## src/rtl/path_rdi_pkg.sv

```systemverilog
package path_rdi_pkg;
  localparam int CODE_W = 3;
  localparam logic [CODE_W-1:0] CODE_NONE   = 3'b000;
  localparam logic [CODE_W-1:0] CODE_LEGACY = 3'b100;
  localparam logic [CODE_W-1:0] CODE_SRV    = 3'b101;
  localparam logic [CODE_W-1:0] CODE_CON    = 3'b110;
  localparam logic [CODE_W-1:0] CODE_PAY    = 3'b010;

  typedef struct packed {
    logic load;
    logic srvHit;
    logic conHit;
    logic payHit;
    logic aisHit;
  } rdiStrobe_t;
endpackage

```

## src/rtl/rdi_ctrl.sv

```systemverilog
module rdi_ctrl
  import path_rdi_pkg::*;
(
  input  logic       frameStart,
  input  logic       lopAlm,
  input  logic       aisAlm,
  input  logic       timAlm,
  input  logic       slmAlm,
  input  logic       uneqAlm,
  input  logic       lcdAlm,
  input  logic       uneqRdiDis,
  input  logic       uneqAisDis,
  output rdiStrobe_t strb
);
  logic uneqForRdi;
  logic aisExtra;

  always_comb begin
    uneqForRdi  = uneqAlm & ~uneqRdiDis;
    // supervisory unequipped: trace mismatch takes over the AIS contribution
    aisExtra    = uneqAisDis ? timAlm : uneqAlm;
    strb.load   = frameStart;
    strb.srvHit = lopAlm | aisAlm;
    strb.conHit = timAlm | uneqForRdi;
    strb.payHit = slmAlm | lcdAlm;
    strb.aisHit = lopAlm | aisAlm | aisExtra;
  end
endmodule

```

## src/rtl/rdi_dp.sv

```systemverilog
module rdi_dp
  import path_rdi_pkg::*;
(
  input  logic              clk,
  input  logic              rstN,
  input  logic              enhancedMode,
  input  rdiStrobe_t        strb,
  output logic [CODE_W-1:0] rdiCode,
  output logic              aisReq
);
  logic [CODE_W-1:0] nextCode;

  always_comb begin
    if (!enhancedMode) begin
      nextCode = (strb.srvHit | strb.conHit | strb.payHit) ? CODE_LEGACY : CODE_NONE;
    end else if (strb.srvHit) begin
      nextCode = CODE_SRV;
    end else if (strb.conHit) begin
      nextCode = CODE_CON;
    end else if (strb.payHit) begin
      nextCode = CODE_PAY;
    end else begin
      nextCode = CODE_NONE;
    end
  end

  always_ff @(posedge clk) begin
    if (!rstN) begin
      rdiCode <= CODE_NONE;
      aisReq  <= 1'b0;
    end else if (strb.load) begin
      rdiCode <= nextCode;
      aisReq  <= strb.aisHit;
    end
  end
endmodule

```

## src/rtl/path_rdi_gen.sv

```systemverilog
module path_rdi_gen
  import path_rdi_pkg::*;
(
  input  logic              clk,
  input  logic              rstN,
  input  logic              frameStart,
  input  logic              lopAlm,
  input  logic              aisAlm,
  input  logic              timAlm,
  input  logic              slmAlm,
  input  logic              uneqAlm,
  input  logic              lcdAlm,
  input  logic              enhancedMode,
  input  logic              uneqRdiDis,
  input  logic              uneqAisDis,
  output logic [CODE_W-1:0] rdiCode,
  output logic              aisReq
);
  rdiStrobe_t strb;

  rdi_ctrl u_ctrl (
    .frameStart(frameStart), .lopAlm(lopAlm), .aisAlm(aisAlm),
    .timAlm(timAlm), .slmAlm(slmAlm), .uneqAlm(uneqAlm), .lcdAlm(lcdAlm),
    .uneqRdiDis(uneqRdiDis), .uneqAisDis(uneqAisDis), .strb(strb)
  );

  rdi_dp u_dp (
    .clk(clk), .rstN(rstN), .enhancedMode(enhancedMode), .strb(strb),
    .rdiCode(rdiCode), .aisReq(aisReq)
  );
endmodule

```

## config.mk

```make
export PLATFORM = sky130hd
export DESIGN_NAME = path_rdi_gen
export DESIGN_NICKNAME = d
export VERILOG_FILES = /design/src/rtl/path_rdi_pkg.sv /design/src/rtl/rdi_ctrl.sv /design/src/rtl/rdi_dp.sv /design/src/rtl/path_rdi_gen.sv
export SDC_FILE = /design/constraint.sdc
export NUM_CORES = 1
export LEC_CHECK = 0
export BUFFER_PORTS_ARGS = -buffer_cell sky130_fd_sc_hd__buf_2
export CAP_MARGIN = 5
export CORE_AREA = 3 3 40 42
export DETAILED_ROUTE_END_ITERATION = 8
export DIE_AREA = 0 0 43 45
export GPL_ROUTABILITY_DRIVEN = 0
export PLACE_DENSITY_LB_ADDON = 0.15
export REMOVE_ABC_BUFFERS = 1
export SYNTH_ARGS = -nofsm -noshare
export SYNTH_HDL_FRONTEND = slang
export SYNTH_SLANG_ARGS = --single-unit
```

## constraint.sdc

```tcl
create_clock -name clk -period 0.8 [get_ports clk]
set_input_delay 0 -clock clk [delete_from_list [all_inputs] [get_ports clk]]
set_output_delay 0 -clock clk [all_outputs]
set_load 0.005 [all_outputs]
```

### After elaboration in Yosys (flattened, before gate mapping)

Cells that the tools add are included.

* output and inout bits: 4
* input port bits: 12
* logic and storage cells: 16
* register bits after elaboration: 4

* bitwise operators: 8
* mux-type cells: 6

Operator list (count)
* $mux 3: 4
* $or 1x1->1: 6
* $mux 2: 1
* $and 1x1->1: 1
* $mux 1: 1
* $not 1->1: 1

### Depth between registers and ports, before layout

Gate-level depths: netlist of run 1.

* depth after elaboration: 7
* depth in mapped cells: 3

### Modules after synthesis

A second synthesis of run 1 with hierarchy kept.

* cell total of the unflattened synthesis: 24
* area, all modules: 210.2 um^2

Modules (own cells, without submodules)
* rdi_dp: cells an instance 17, instances 1, area an instance 161.4 um^2
* rdi_ctrl: cells an instance 7, instances 1, area an instance 48.8 um^2

### Least setup slack after synthesis of run 1

Ideal clock, no wire load.

* path type: register to register
* start: register u_dp.rdiCode[0] (netlist name)
* end: register u_dp.rdiCode[0]
* path buffers: 0
* slack: 0.142 ns
* setup time: 0.115 ns
* period minus slack after synthesis: 0.658 ns
* arrival time: 0.544 ns
* cell stages (with the launch flop): 4
* path through: dfxtp_1 -> inv_1 -> o22ai_1 -> and2_1

RTL lines
* end signal: assignment: line rdi_dp.sv:32 `rdiCode <= nextCode;`
* end: declaration: line rdi_dp.sv:8 `output logic [CODE_W-1:0] rdiCode,`

==> key figures, run 1 <==
Floorplanning
  • I/O Pins: 16
  • Core footprint: about 1300 um^2
  • Die Ht: 45 um
  • Floorplan row count: 13
  • Die area: 1940 um^2
  • Die Wd: 43 um
  • Starting Density: 14.7%

Synthesis
  • YS warnings: 0
  • Primary FF master, synth: dfxtp_1
  • Count leader, synth: dfxtp_1
  • Synthesized cell area: 189 um^2
  • Compound-Gate Fraction of Synth Area: about 22%
  • Adder-Cell Fraction of Synth Area: 0%
  • Synth Area in Simple Gates: between 20 and 30%
  • Async SR Flop Fraction: 0%
  • Synth area leaders: dfxtp_1 42%, nor2b_4 7.3%, a31oi_1 6.6%, nor4_1 6.6%, mux2i_1 5.3%
  • Largest family of logic cells by synthesized area: simple AND/OR/NAND/NOR gates
  • Post-synthesis mux area share: 5.30%
  • Post-synth EDFFs: 0
  • Post-synth top area cell: dfxtp_1
  • Post-synth top cells: 4 x dfxtp_1, 2 x a31oi_1, 2 x nor4_1, 2 x o21ai_0
  • Cells after synthesis: 21
  • Yosys reg bits: 4
  • Syn avg cell area: 9.00 um^2
  • Sequential-to-total area share from yosys stat: 42.4%
  • Synth Area in XOR/XNOR: 0%
  • Top cell type's share of synthesized area: a little over two fifths
  • Count of cell types in the netlist: 15

Worst setup path
  • Crit path DAT: 0.79 ns
  • Largest fanout on the critical path: 2
  • CP peak stage delay: roughly 0.30 ns
  • Critical path endpoint category: flip-flop
  • Worst setup SP type: flip-flop
  • CP max stage cell: dfxtp_1
  • Critical Path, Cell by Cell: inv_1, o22ai_1, and2_1
  • Worst Path Required: 0.92 ns
  • CP Class: flip-flop to flip-flop

Route
  • Vias/cell: 4.04
  • Post-Route WL: 539 um
  • Drc violations: 0
  • Via count: approximately 220
  • Antenna viol nets, final: 0
  • Drt pass-1 iters: 3
  • Initial DRC Count: 7
  • Average wire per standard cell: between 9 and 10 um

Flow run
  • Max-cap violation count: 0

Place
  • Area after DPL: 283 um^2
  • PortBufs: 15
  • DP HPWL: 468 um
  • Placed Cells incl. Taps: 51
  • Pre-CTS WS: 0.119 ns

Clock tree
  • # hold bufs at CTS: 0
  • TritonCTS Buffers: 3
  • Root Buffer: clkbuf_4
  • Post_cts resized: 0
  • Clock-pin slew on the worst setup and hold paths: 0.04 ns
  • Clk_lat worst skew: 0.23 ns
  • Post-CTS Setup Inserts: 0
  • Clock sinks: 4
  • CTS tree: yes
  • Htree depth: 1
  • Clk buf depth: 2

Pwr
  • Total chip power: 0.545 mW
  • Power Dens Cells: 1790 nW/um^2
  • Leakage: 0.146 nW
  • Max rail drop VDD: between 0.8 and 0.9 mV

Global route
  • GRT Total Usage: 6.76%
  • Number of global-route vias before repair: a little over 200
  • Global route overflow: 0
  • Antenna violations before repair: 0
  • Global-route wire length before repair: approximately 920 um
  • Largest net degree at the start of global routing: 9

STA
  • Setup ws final: roughly 0.13 ns
  • Skew final: 0 ns
  • Slew HR: 83.1%
  • Tmin final: 0.667 ns
  • Max Freq: 1500 MHz
  • RSZ-0062 raised after global routing: false
  • WHS: about 0.031 ns
  • Least-Margin Pin Slew: roughly 0.25 ns
  • Fin. max-slew vios: 0
  • Fin Setup TNS: 0 ns
  • Final Hold Vio Count: 0
  • Tcrit/Tclk final: 83.4%
  • Final setup fails: 0

Layout
  • Layout cells sized above 1: 48.7%
  • Fin util: 23.8%
  • # diodes: 0
  • Final #Nets: 53
  • Filler instances: 142
  • Final cell count without fillers: 54
  • Finished Cell Area: roughly 310 um^2
  • Area grow syn2layout: 61.6%

Run status
  • Outcome: finished clean

Hold path
  • Hold crit path type: input port to flip-flop
## metal layers
metal | wire length, um | vias to the layer above | share of wire, % | GRT usage (%)
met4 | 0 | 0 | 0 | 0
met2 | 244 | 8 | 45 | 9.88
met1 | 236 | 93 | 44 | 7.75
met5 | 0 | - | 0 | 0
met3 | 58 | 0 | 11 | 6.37
li1 | - | 117 | - | -
## power by group
part	internal (mW)	switching, mW	total, mW
Clock	0.167	0.0771	0.245
Sequential	0.212	0.00462	0.217
Combinational	0.0455	0.0385	0.0840
## cells in the final DEF, fill, tap and decap left out
master    synthesis  final
a31oi_1           2      2
and2_1            1      1
buf_2             0     15
clkbuf_4          0      3
dfxtp_1           4      4
inv_1             1      1
mux2i_1           1      1
nand2_1           1      1
nand3b_1          1      1
nand4_1           1      1
nor2_1            1      1
nor2b_4           1      1
nor4_1            2      2
o21ai_0           2      2
o21ai_1           1      1
o21bai_1          1      1
o22ai_1           1      1
## cell type report
type,instances,area [um^2],share of cell area [%]
multi-input combinational,16,105,34.4
sequential,4,80.1,26.2
timing repair buffer,15,75.1,24.6
clock buffer,3,22.5,7.38
tap,15,18.8,6.15
inverter,1,3.75,1.23
## worst max-delay path, delay by kind of cell (launching register included)
family / cells / cell delay, ns
DFF: 1 / 0.30
and+or+nand+nor: 1 / 0.16
buffers and inverters: 1 / 0.05
AOI/OAI and AO/OA: 1 / 0.06
## flip-flops by register name, indices dropped and copies added (netlist names)
register      flops
u_dp.rdiCode      3
u_dp.aisReq       1
## kinds of logic (layout without fill, tap and decap cells)
group | count (synthesis) | in the layout
buffers and inverters | 1 | 19
DFF | 4 | 4
AOI/OAI and AO/OA | 7 | 7
muxes | 1 | 1
and+or+nand+nor | 8 | 8
## path summary, 6_finish.rpt
| kind | startpoint | endpoint | slack [ns] | cells after the start |
|---|---|---|---|---|
| worst max-delay path | u_dp.rdiCode[0]$_SDFFE_PN0P_ | u_dp.rdiCode[0]$_SDFFE_PN0P_ | 0.13 | 3 |
| worst min-delay path | rstN | u_dp.rdiCode[0]$_SDFFE_PN0P_ | 0.03 | 2 |
| worst max register to register | u_dp.rdiCode[0]$_SDFFE_PN0P_ | u_dp.rdiCode[0]$_SDFFE_PN0P_ | 0.13 | 3 |
| worst min register to register | u_dp.rdiCode[1]$_SDFFE_PN0P_ | u_dp.rdiCode[1]$_SDFFE_PN0P_ | 0.47 | 2 |
Power figures use the tool's default switching activity.
==> run 2: changes to the inputs <==
--- a/config.mk
+++ b/config.mk
@@ -5,6 +5,7 @@
 export SDC_FILE = /design/constraint.sdc
 export NUM_CORES = 1
 export LEC_CHECK = 0
+export ABC_AREA = 1
 export BUFFER_PORTS_ARGS = -buffer_cell sky130_fd_sc_hd__buf_2
 export CAP_MARGIN = 5
 export CORE_AREA = 3 3 40 42
==> run 2 against run 1 <==
Net effect: hold slack got worse by 0.0016 ns; first-iteration DRC count decreased by 71%; routed wire length increased by 1.3%; highest routed layer unchanged; fmax decreased by 1.2%; largest power group unchanged; via count increased by 17%; cell area increased by 5.7%; combinational power increased by 2%; cell count increased by 22%; die area unchanged.
==> key figures, run 2 <==
Run status
  • Outcome: finished clean (unchanged)

Clock tree
  • Post_cts resized: 0 (unchanged)
  • Clock sinks: 4 (unchanged)
  • CTS tree: yes (unchanged)
  • Root Buffer: clkbuf_4 (unchanged)
  • # hold bufs at CTS: 0 (unchanged)
  • Htree depth: 1 (unchanged)
  • TritonCTS Buffers: 3 (unchanged)
  • Clock-pin slew on the worst setup and hold paths: 0.04 ns (about the same)
  • Post-CTS Setup Inserts: 0 (unchanged)
  • Clk buf depth: 2 (unchanged)
  • Clk_lat worst skew: 0.23 ns (about the same)

Layout
  • Area grow syn2layout: 56.4% (was 61.6%)
  • Largest Register: u_dp.rdiCode (unchanged)
  • Biggest regs: u_dp.rdiCode (3), u_dp.aisReq (1) (unchanged)
  • Most common cell after layout, fill and taps aside: buf_2 (unchanged)
  • # diodes: 0 (unchanged)
  • Filler instances: 143 (was 142)
  • Layout cells sized above 1: 39.2% (was 48.7%)
  • Final #Nets: 65 (was 53)
  • Most frequent cells in the layout: 15 x buf_2, 7 x nand2_1, 6 x inv_1, 6 x nor2_1, 4 x dfxtp_1 (was 15 x buf_2, 4 x dfxtp_1, 3 x clkbuf_4)
  • Fin util: 25.1% (was 23.8%)
  • Largest register FFs: 3 (unchanged)

Worst setup path
  • Family with the most delay on the worst path: flip-flops (unchanged)
  • CP max stage cell: dfxtp_1 (unchanged)
  • Worst setup SP type: flip-flop (unchanged)
  • Worst Path Required: 0.80 ns (was 0.92 ns)
  • Largest fanout on the critical path: 2 (unchanged)
  • CP peak stage delay: 0.32 ns (was 0.30 ns)
  • WP buf/inv: 1 (unchanged)
  • CP Class: flip-flop to output port (was flip-flop to flip-flop)
  • Critical path endpoint category: output port (was flip-flop)
  • Crit path DAT: 0.68 ns (was 0.79 ns)
  • Critical Path, Cell by Cell: buf_2 (was inv_1, o22ai_1, and2_1)

Global route
  • Global route overflow: 0 (unchanged)
  • GRT Total Usage: 6.75% (was 6.76%)
  • Global-route wire length before repair: 924 um (was 917 um)
  • Antenna violations before repair: 0 (unchanged)
  • Number of global-route vias before repair: 253 (was 205)
  • Largest net degree at the start of global routing: 6 (was 9)

Pwr
  • Total chip power: 0.556 mW (was 0.545 mW)
  • Sequential group share of total power: 39.0% (was 39.8%)
  • Psw: 0.133 mW (was 0.120 mW)
  • Max rail drop VDD: 0.638 mV (was 0.833 mV)
  • Clock power share: 45.5% (was 44.8%)
  • Comb power frac: 15.5% (was 15.4%)
  • Leakage: 0.179 nW (was 0.146 nW)
  • Power Dens Cells: 1720 nW/um^2 (was 1790 nW/um^2)
  • Net Sw Frac: 24.0% (was 22.0%)
  • Cell Int Power: 0.422 mW (was 0.425 mW)

STA
  • RSZ-0062 raised after global routing: false (unchanged)
  • Fin Setup TNS: 0 ns (unchanged)
  • Least-Margin Pin Slew: 0.151 ns (was 0.250 ns)
  • Tmin final: 0.675 ns (was 0.667 ns)
  • Final setup fails: 0 (unchanged)
  • Skew final: 0 ns (unchanged)
  • Final Hold Vio Count: 0 (unchanged)
  • Slew HR: 89.8% (was 83.1%)
  • WHS: 0.0298 ns (was 0.0313 ns)
  • Max Freq: 1480 MHz (was 1500 MHz)
  • Tcrit/Tclk final: 84.4% (was 83.4%)
  • Fin. max-slew vios: 0 (unchanged)

Synthesis
  • Synthesized cell area: 206 um^2 (was 189 um^2)
  • Sequential-to-total area share from yosys stat: 38.8% (was 42.4%)
  • Post-synth EDFFs: 0 (unchanged)
  • Top cell type's share of synthesized area: 38.8% (was 42.4%)
  • Syn avg cell area: 6.26 um^2 (was 9.00 um^2)
  • Async SR Flop Fraction: 0% (unchanged)
  • Count leader, synth: nand2_1 (was dfxtp_1)
  • Post-synth top cells: 7 x nand2_1, 6 x inv_1, 6 x nor2_1 (was 4 x dfxtp_1, 2 x a31oi_1, 2 x nor4_1, 2 x o21ai_0)
  • Post-synth top area cell: dfxtp_1 (unchanged)
  • Yosys reg bits: 4 (unchanged)
  • Count of cell types in the netlist: 9 (was 15)
  • Primary FF master, synth: dfxtp_1 (unchanged)
  • Cells after synthesis: 33 (was 21)
  • YS warnings: 0 (unchanged)
  • Synth area leaders: dfxtp_1 39%, nand2_1 13%, inv_1 11%, nor2_1 11%, a21oi_1 7.3% (was dfxtp_1 42%, nor2b_4 7.3%, a31oi_1 6.6%, nor4_1 6.6%, mux2i_1 5.3%)

Route
  • Average wire per standard cell: 8.27 um (was 9.98 um)
  • Via count: 254 (was 218)
  • Post-Route WL: 546 um (was 539 um)
  • Vias/cell: 3.85 (was 4.04)
  • Drt pass-1 iters: 4 (was 3)
  • Drc violations: 0 (unchanged)
  • Antenna viol nets, final: 0 (unchanged)
  • Initial DRC Count: 2 (was 7)

Floorplanning
  • Starting Density: 16.1% (was 14.7%)
  • Die Ht: 45 um (unchanged)
  • Die area: 1940 um^2 (unchanged)
  • Die Wd: 43 um (unchanged)
  • Core footprint: 1280 um^2 (unchanged)
  • Floorplan row count: 13 (unchanged)
  • I/O Pins: 16 (unchanged)

Flow run
  • Max-cap violation count: 0 (unchanged)

Hold path
  • Hold crit path type: input port to flip-flop (unchanged)

Place
  • PortBufs: 15 (unchanged)
run 2: cell types whose count changed in the layout (fill, tap and decap cells not counted), sizes merged, moves of 4 or more:
cell and delta:
a21oi +4, nand2 +7, inv +5, nor2 +5
run 2: kinds of logic after synthesis:
group                  Yosys count  share of synthesized area, %
AND/OR/NAND/NOR                 16                          31.5
flip-flops                       4                          38.8
AO/OA/AOI/OAI                    7                          18.8
buffers and inverters            6                          10.9
run 2: power groups by stage:
stage | registers [mW] | clock network [mW] | logic [mW]
after global routing | 0.218 | 0.282 | 0.0977
after global placement | 0.220 | 0 | 0.0875
final | 0.217 | 0.253 | 0.0859
after detailed placement | 0.220 | 0 | 0.0870
after floorplan | 0.221 | 0 | 0.0375
after CTS | 0.217 | 0.264 | 0.0878
run 2: final timing paths:
check | startpoint | endpoint | slack (ns) | cells after the start
min | rstN | u_dp.aisReq$_SDFFE_PN0P_ | 0.03 | 3
min reg2reg | u_dp.rdiCode[0]$_SDFFE_PN0P_ | u_dp.rdiCode[0]$_SDFFE_PN0P_ | 0.47 | 2
max | u_dp.rdiCode[0]$_SDFFE_PN0P_ | rdiCode[0] | 0.12 | 1
max reg2reg | u_dp.rdiCode[2]$_SDFFE_PN0P_ | u_dp.rdiCode[2]$_SDFFE_PN0P_ | 0.19 | 2
run 2: per-layer routing:
layer | wire length [um] | GRT usage (%) | up-vias | part of all wire [%]
met5 | 0 | 0 | - | 0
met4 | 0 | 1.81 | 0 | 0
met3 | 60 | 6.77 | 0 | 11
met2 | 227 | 9.28 | 11 | 42
met1 | 258 | 7.25 | 103 | 47
li1 | - | - | 140 | -
run 2: cell type report:
type / instances / area, um^2 / area share, %
inverters: 6 / 22.5 / 6.98
flip-flops and latches: 4 / 80.1 / 24.8
multi-input cells: 23 / 104 / 32.2
well taps: 15 / 18.8 / 5.81
repair buffers: 15 / 75.1 / 23.3
clock buffers: 3 / 22.5 / 6.98
run 2: tightest hold or removal path, delay by kind of cell:
kind / cells / cell delay (ns)
AO/OA/AOI/OAI: 2 / 0.10
buffers and inverters: 1 / 0.11
run 2: stage by stage:
step / setup slack [ns] / std cells / cell area, um^2
2_1_floorplan: 0.197 / 33 / 206
5_1_grt: 0.0806 / 66 / 323
4_1_cts: 0.106 / 66 / 323
3_5_place_dp: 0.201 / 63 / 300
3_3_place_gp: 0.187 / 63 / 300
6_report: 0.125 / 66 / 323
